==> src/rtl/cfgsp_pkg.sv <==
package cfgsp_pkg;
  localparam int unsigned DW     = 32;
  localparam int unsigned HW     = 16;
  localparam int unsigned LANES  = 4;
  localparam int unsigned EV_N   = 5;   // status bits 31..27
  localparam int unsigned EV_LSB = 27;
  localparam int unsigned RSV_W  = 9;   // status bits 24..16
  localparam logic [1:0]  DSEL_TIMING = 2'b01;

  typedef enum logic [1:0] {
    SEL_IDENT = 2'd0,
    SEL_CMDST = 2'd1,
    SEL_NONE  = 2'd2
  } reg_sel_e;

  // enabled-lane masks a write may use
  function automatic logic lanes_legal(input logic [LANES-1:0] en);
    case (en)
      4'b0001, 4'b0010, 4'b0100, 4'b1000,
      4'b0011, 4'b1100, 4'b1111: lanes_legal = 1'b1;
      default:                   lanes_legal = 1'b0;
    endcase
  endfunction
endpackage

==> src/rtl/cfg_be_check.sv <==
module cfg_be_check
  import cfgsp_pkg::*;
(
  input  logic [LANES-1:0] be_n,
  output logic [LANES-1:0] lane_en,
  output logic             legal
);
  always_comb begin
    lane_en = ~be_n;
    legal   = lanes_legal(lane_en);
  end
endmodule

==> src/rtl/cfg_cmd_reg.sv <==
module cfg_cmd_reg #(
  parameter int unsigned   WIDTH = 16,
  parameter logic [15:0]   KEEP  = 16'h0147
) (
  input  logic             clk,
  input  logic             rst_n,
  input  logic             we,
  input  logic [WIDTH/8-1:0] lane_en,
  input  logic [WIDTH-1:0] wdata,
  output logic [WIDTH-1:0] q
);
  localparam int unsigned NLANE = WIDTH / 8;

  logic [WIDTH-1:0] q_nxt;
  logic [WIDTH-1:0] q_r;

  for (genvar ln = 0; ln < NLANE; ln++) begin : g_lane
    for (genvar b = 0; b < 8; b++) begin : g_bit
      localparam int unsigned IX = ln * 8 + b;
      if (KEEP[IX]) begin : g_store
        always_comb begin
          q_nxt[IX] = q_r[IX];
          if (we && lane_en[ln]) q_nxt[IX] = wdata[IX];
        end
        always_ff @(posedge clk or negedge rst_n) begin
          if (!rst_n)  q_r[IX] <= 1'b0;
          else         q_r[IX] <= q_nxt[IX];
        end
      end else begin : g_zero
        assign q_nxt[IX] = 1'b0;
        assign q_r[IX]   = 1'b0;
      end
    end
  end

  assign q = q_r;
endmodule

==> src/rtl/cfg_event_bits.sv <==
module cfg_event_bits #(
  parameter int unsigned N = 5
) (
  input  logic         clk,
  input  logic         rst_n,
  input  logic [N-1:0] set,
  input  logic [N-1:0] clr,
  output logic [N-1:0] q
);
  logic [N-1:0] q_r;
  logic [N-1:0] q_nxt;

  for (genvar i = 0; i < N; i++) begin : g_ev
    // a set in the same cycle as a clear keeps the bit
    always_comb q_nxt[i] = set[i] | (q_r[i] & ~clr[i]);
    always_ff @(posedge clk or negedge rst_n) begin
      if (!rst_n)                      q_r[i] <= 1'b0;
      else if (set[i] || clr[i])       q_r[i] <= q_nxt[i];
    end
  end

  assign q = q_r;
endmodule

==> src/rtl/cfg_space_regs.sv <==
module cfg_space_regs
  import cfgsp_pkg::*;
#(
  parameter int unsigned IDX_W    = 6,
  parameter logic [15:0] DEV_ID   = 16'h8841,
  parameter logic [15:0] VEN_ID   = 16'h16C6,
  parameter logic [15:0] CMD_KEEP = 16'h0147
) (
  input  logic             clk,
  input  logic             rst_n,
  input  logic             acc_valid,
  input  logic             acc_cfg,
  input  logic             acc_write,
  input  logic [IDX_W-1:0] acc_idx,
  input  logic [3:0]       acc_be_n,
  input  logic [31:0]      acc_wdata,
  input  logic             ev_parity_err,
  input  logic             ev_sys_err,
  input  logic             ev_mst_abort,
  input  logic             ev_tgt_abort_rx,
  output logic             rsp_valid,
  output logic [31:0]      rsp_rdata,
  output logic             rsp_abort,
  output logic [15:0]      cmd_bits
);
  localparam logic [IDX_W-1:0] IDX_IDENT = IDX_W'(0);
  localparam logic [IDX_W-1:0] IDX_CMDST = IDX_W'(1);
  localparam logic [DW-1:0]    IDENT     = {DEV_ID, VEN_ID};

  logic [LANES-1:0] lane_en;
  logic             be_ok;
  logic [HW-1:0]    cmd_q;
  logic [EV_N-1:0]  stat_q;
  logic [EV_N-1:0]  stat_set;
  logic [EV_N-1:0]  stat_clr;
  reg_sel_e         sel;
  logic             refuse, take, wr_ok, wr_bad, cmd_we;
  logic [DW-1:0]    rd_word;

  cfg_be_check u_be (
    .be_n    (acc_be_n),
    .lane_en (lane_en),
    .legal   (be_ok)
  );

  always_comb begin
    if (acc_idx == IDX_IDENT)      sel = SEL_IDENT;
    else if (acc_idx == IDX_CMDST) sel = SEL_CMDST;
    else                           sel = SEL_NONE;
  end

  always_comb begin
    refuse = acc_valid && !acc_cfg && (cmd_q == '0);
    take   = acc_valid && !refuse;
    wr_ok  = take && acc_write && be_ok;
    wr_bad = take && acc_write && !be_ok;
    cmd_we = wr_ok && (sel == SEL_CMDST);
  end

  cfg_cmd_reg #(.WIDTH(HW), .KEEP(CMD_KEEP)) u_cmd (
    .clk     (clk),
    .rst_n   (rst_n),
    .we      (cmd_we),
    .lane_en (lane_en[HW/8-1:0]),
    .wdata   (acc_wdata[HW-1:0]),
    .q       (cmd_q)
  );

  always_comb begin
    stat_set = {ev_parity_err, ev_sys_err, ev_mst_abort, ev_tgt_abort_rx, wr_bad};
    stat_clr = '0;
    if (cmd_we && lane_en[LANES-1]) stat_clr = acc_wdata[DW-1:EV_LSB];
  end

  cfg_event_bits #(.N(EV_N)) u_stat (
    .clk   (clk),
    .rst_n (rst_n),
    .set   (stat_set),
    .clr   (stat_clr),
    .q     (stat_q)
  );

  always_comb begin
    case (sel)
      SEL_IDENT: rd_word = IDENT;
      SEL_CMDST: rd_word = {stat_q, DSEL_TIMING, {RSV_W{1'b0}}, cmd_q};
      default:   rd_word = '0;
    endcase
  end

  // response stage
  logic          rsp_valid_d, rsp_abort_d;
  logic [DW-1:0] rsp_rdata_d;
  logic          rsp_valid_q, rsp_abort_q;
  logic [DW-1:0] rsp_rdata_q;

  always_comb begin
    rsp_valid_d = take;
    rsp_abort_d = wr_bad;
    rsp_rdata_d = acc_write ? '0 : rd_word;
  end

  always_ff @(posedge clk or negedge rst_n) begin
    if (!rst_n) begin
      rsp_valid_q <= 1'b0;
      rsp_abort_q <= 1'b0;
    end else begin
      rsp_valid_q <= rsp_valid_d;
      rsp_abort_q <= rsp_abort_d;
    end
  end

  always_ff @(posedge clk or negedge rst_n) begin
    if (!rst_n)    rsp_rdata_q <= '0;
    else if (take) rsp_rdata_q <= rsp_rdata_d;
  end

  assign rsp_valid = rsp_valid_q;
  assign rsp_abort = rsp_abort_q;
  assign rsp_rdata = rsp_rdata_q;
  assign cmd_bits  = cmd_q;
endmodule


==> config.mk <==
export PLATFORM = sky130hd
export DESIGN_NAME = cfg_space_regs
export DESIGN_NICKNAME = d
export VERILOG_FILES = /design/src/rtl/cfgsp_pkg.sv /design/src/rtl/cfg_be_check.sv /design/src/rtl/cfg_cmd_reg.sv /design/src/rtl/cfg_event_bits.sv /design/src/rtl/cfg_space_regs.sv
export SDC_FILE = /design/constraint.sdc
export NUM_CORES = 1
export LEC_CHECK = 0
export ABC_AREA = 1
export ABC_CLOCK_PERIOD_IN_PS = 1800
export BUFFER_PORTS_ARGS = -buffer_cell sky130_fd_sc_hd__buf_2
export CAP_MARGIN = 20
export CELL_PAD_IN_SITES_DETAIL_PLACEMENT = 0
export CELL_PAD_IN_SITES_GLOBAL_PLACEMENT = 1
export CORE_ASPECT_RATIO = 1.1
export CORE_MARGIN = 2
export CORE_UTILIZATION = 31
export CTS_CLUSTER_DIAMETER = 30
export CTS_CLUSTER_SIZE = 28
export DETAILED_ROUTE_END_ITERATION = 10
export PLACE_DENSITY = 0.89
export RECOVER_POWER = 50
export SYNTH_ARGS = -nofsm -noshare
export SYNTH_HDL_FRONTEND = slang
export SYNTH_HIERARCHICAL = 1
export SYNTH_SLANG_ARGS = --single-unit
==> constraint.sdc <==
create_clock -name clk -period 1.8 [get_ports clk]
set_input_delay 0.09 -clock clk [delete_from_list [all_inputs] [get_ports clk]]
set_output_delay 0.09 -clock clk [all_outputs]
set_load 0.02 [all_outputs]
==> results.cfg <==
[run_status]
status = completed

[detailed_routing]
vias = 1526
drtPass1Iterations = 4
wl_per_cell_um = 11.6
drc = 0
drt-initial-drc-count = 74
ant_nets = 0
wl_um = 4290
via_per_inst = 4.11

[placed_design]
port-buffer-count = 59
dp_hpwl_um = 3280
dpl_worst_slack_ns = 0.316
gp_congestion = 0.772

[floorplan]
die_w_um = 77.1
ioPinCount = 101
start_util_pct = 31.8
rows = 29
die_y_um = 84.5
fp.dieArea_um2 = 6510
core_um2 = 5730

[grt]
grt_pass1_wl_um = 7180
antenna_found_initial = 0
grt_overflow = 0
grt_usage_pct = 14.0
grt_pass1_vias = 1494
grt_max_degree = 36

[setup_path]
required_ns = 1.97
crit_arrival_ns = 1.60
worstSetupPathType = reg -> reg
start_kind = register
r2r_slack_ns = 0.36
r2r_cells = 7
crit_fanout = 13
cp-end-kind = register

[pwr]
powerDensity_nw_per_um2 = 688
leakagePower_nw = 1.20
vdd_drop_max_mv = 0.233
power_mw = 1.54

[synthesis]
netlist_area_um2 = 1820
syn_inst = 223
yosysWarnings = 6
syn_area_per_cell_um2 = 8.18

[clock_network]
cts-root-buf = clkbuf_8
postCtsHoldBufs = 5
cts_inserted_buffers = 5
clkTransAtPathRegs_ns = 0.07
cts_resized = 0
cts.sinks = 35
cts.path.max_buffers = 2
cts_tree = done
postCtsSetupBuffers = 0
worstSkewPairLatency_ns = 0.29
htree_levels = 2

[worst_hold_path]
holdPathStages = 3
hold_class = in -> reg

[final_layout]
nets = 344
drive_gt1_share_pct = 19.4
fillers = 651
diodes = 0
areaGrowthSynthToFinish_pct = 22.4

[sta]
period_share_pct = 79.9
skew_ns = 0.00487
final_hold_viol_count = 0
max_freq_mhz = 695
fin_setup_tns_ns = 0
slew_headroom_pct = 43.2
maxSlewViolCount = 0
finalWorstSetupSlack_ns = 0.361
rsz0062_at_grt = no
fin_crit_ns = 1.44
hold_slack_ns = 0.0378
tightest_slew_ns = 0.852
setup_violations = 0

[run]
drv_cap = 0
==> power by group <==
group          leakage [nW]  switching [mW]  total [mW]  internal, mW
sequential            0.459         0.00631       0.801         0.795
clock                0.0477           0.283       0.548         0.265
combinational         0.698           0.133       0.188        0.0549
==> per-stage QoR <==
step	cells	instance area, um^2	util, %
2_1_floorplan	240	1890	-
5_1_grt	371	2230	39.0
3_3_place_gp	358	2140	37.3
3_5_place_dp	358	2140	37.3
6_report	371	2230	39.0
4_1_cts	371	2270	39.6
==> critical path, cell delays in order, from the launching register on <==
cell	delay, ns
dfrtp_1	0.43
nor2_1	0.12
nand2_1	0.06
nor2_1	0.12
nand3_2	0.11
nand2_4	0.18
buf_4	0.20
o21ai_0	0.10
==> layer usage <==
layer | routed length [um] | GRT usage, % | vias up
met5 | 0 | 0 | -
met4 | 55 | 5.36 | 0
met3 | 324 | 3.87 | 5
met2 | 1940 | 22.3 | 48
met1 | 1970 | 18.1 | 674
li1 | - | - | 799
==> layout make-up <==
| class | instances | area [um^2] | share of cell area (%) |
|---|---|---|---|
| well taps | 77 | 96.3 | 4.31 |
| clock buffers | 5 | 68.8 | 3.08 |
| multi-input cells | 155 | 721 | 32.3 |
| flip-flops and latches | 35 | 876 | 39.2 |
| clock inverters | 3 | 15.0 | 0.672 |
| repair buffers | 71 | 360 | 16.1 |
| inverters | 25 | 96.3 | 4.31 |
==> state kept, by name (all words and copies together), names as in the netlist <==
signal,flops
rsp_rdata,23
u_stat/q,5
u_cmd/q,5
rsp_abort,1
rsp_valid,1
==> cells in the final DEF, fill, tap and decap left out, types with 3 or more instances in the layout <==
master,n
clkbuf_8,5
nand3_1,12
dfrtp_1,35
nand2_1,67
nand3_2,8
conb_1,19
clkinv_2,3
clkbuf_1,30
nor3_1,8
buf_2,28
buf_4,7
nor2_1,17
o21ai_0,9
inv_1,23
dlygate4sd3_1,5
o21bai_1,9
==> path summary, 6_finish.rpt <==
| path | start | end |
|---|---|---|
| worst max register to register | u_cmd/q[6] | rsp_rdata[1] |
| worst min register to register | rsp_rdata[13] | rsp_rdata[13] |
| max in group asynchronous | rst_n | rsp_rdata[10] |
| min in group asynchronous | rst_n | rsp_rdata[7] |
| worst max-delay path | u_cmd/q[6] | rsp_rdata[1] |
| worst min-delay path | acc_wdata[2] | u_cmd/q[2] |
(Power assumes the default switching activity.)
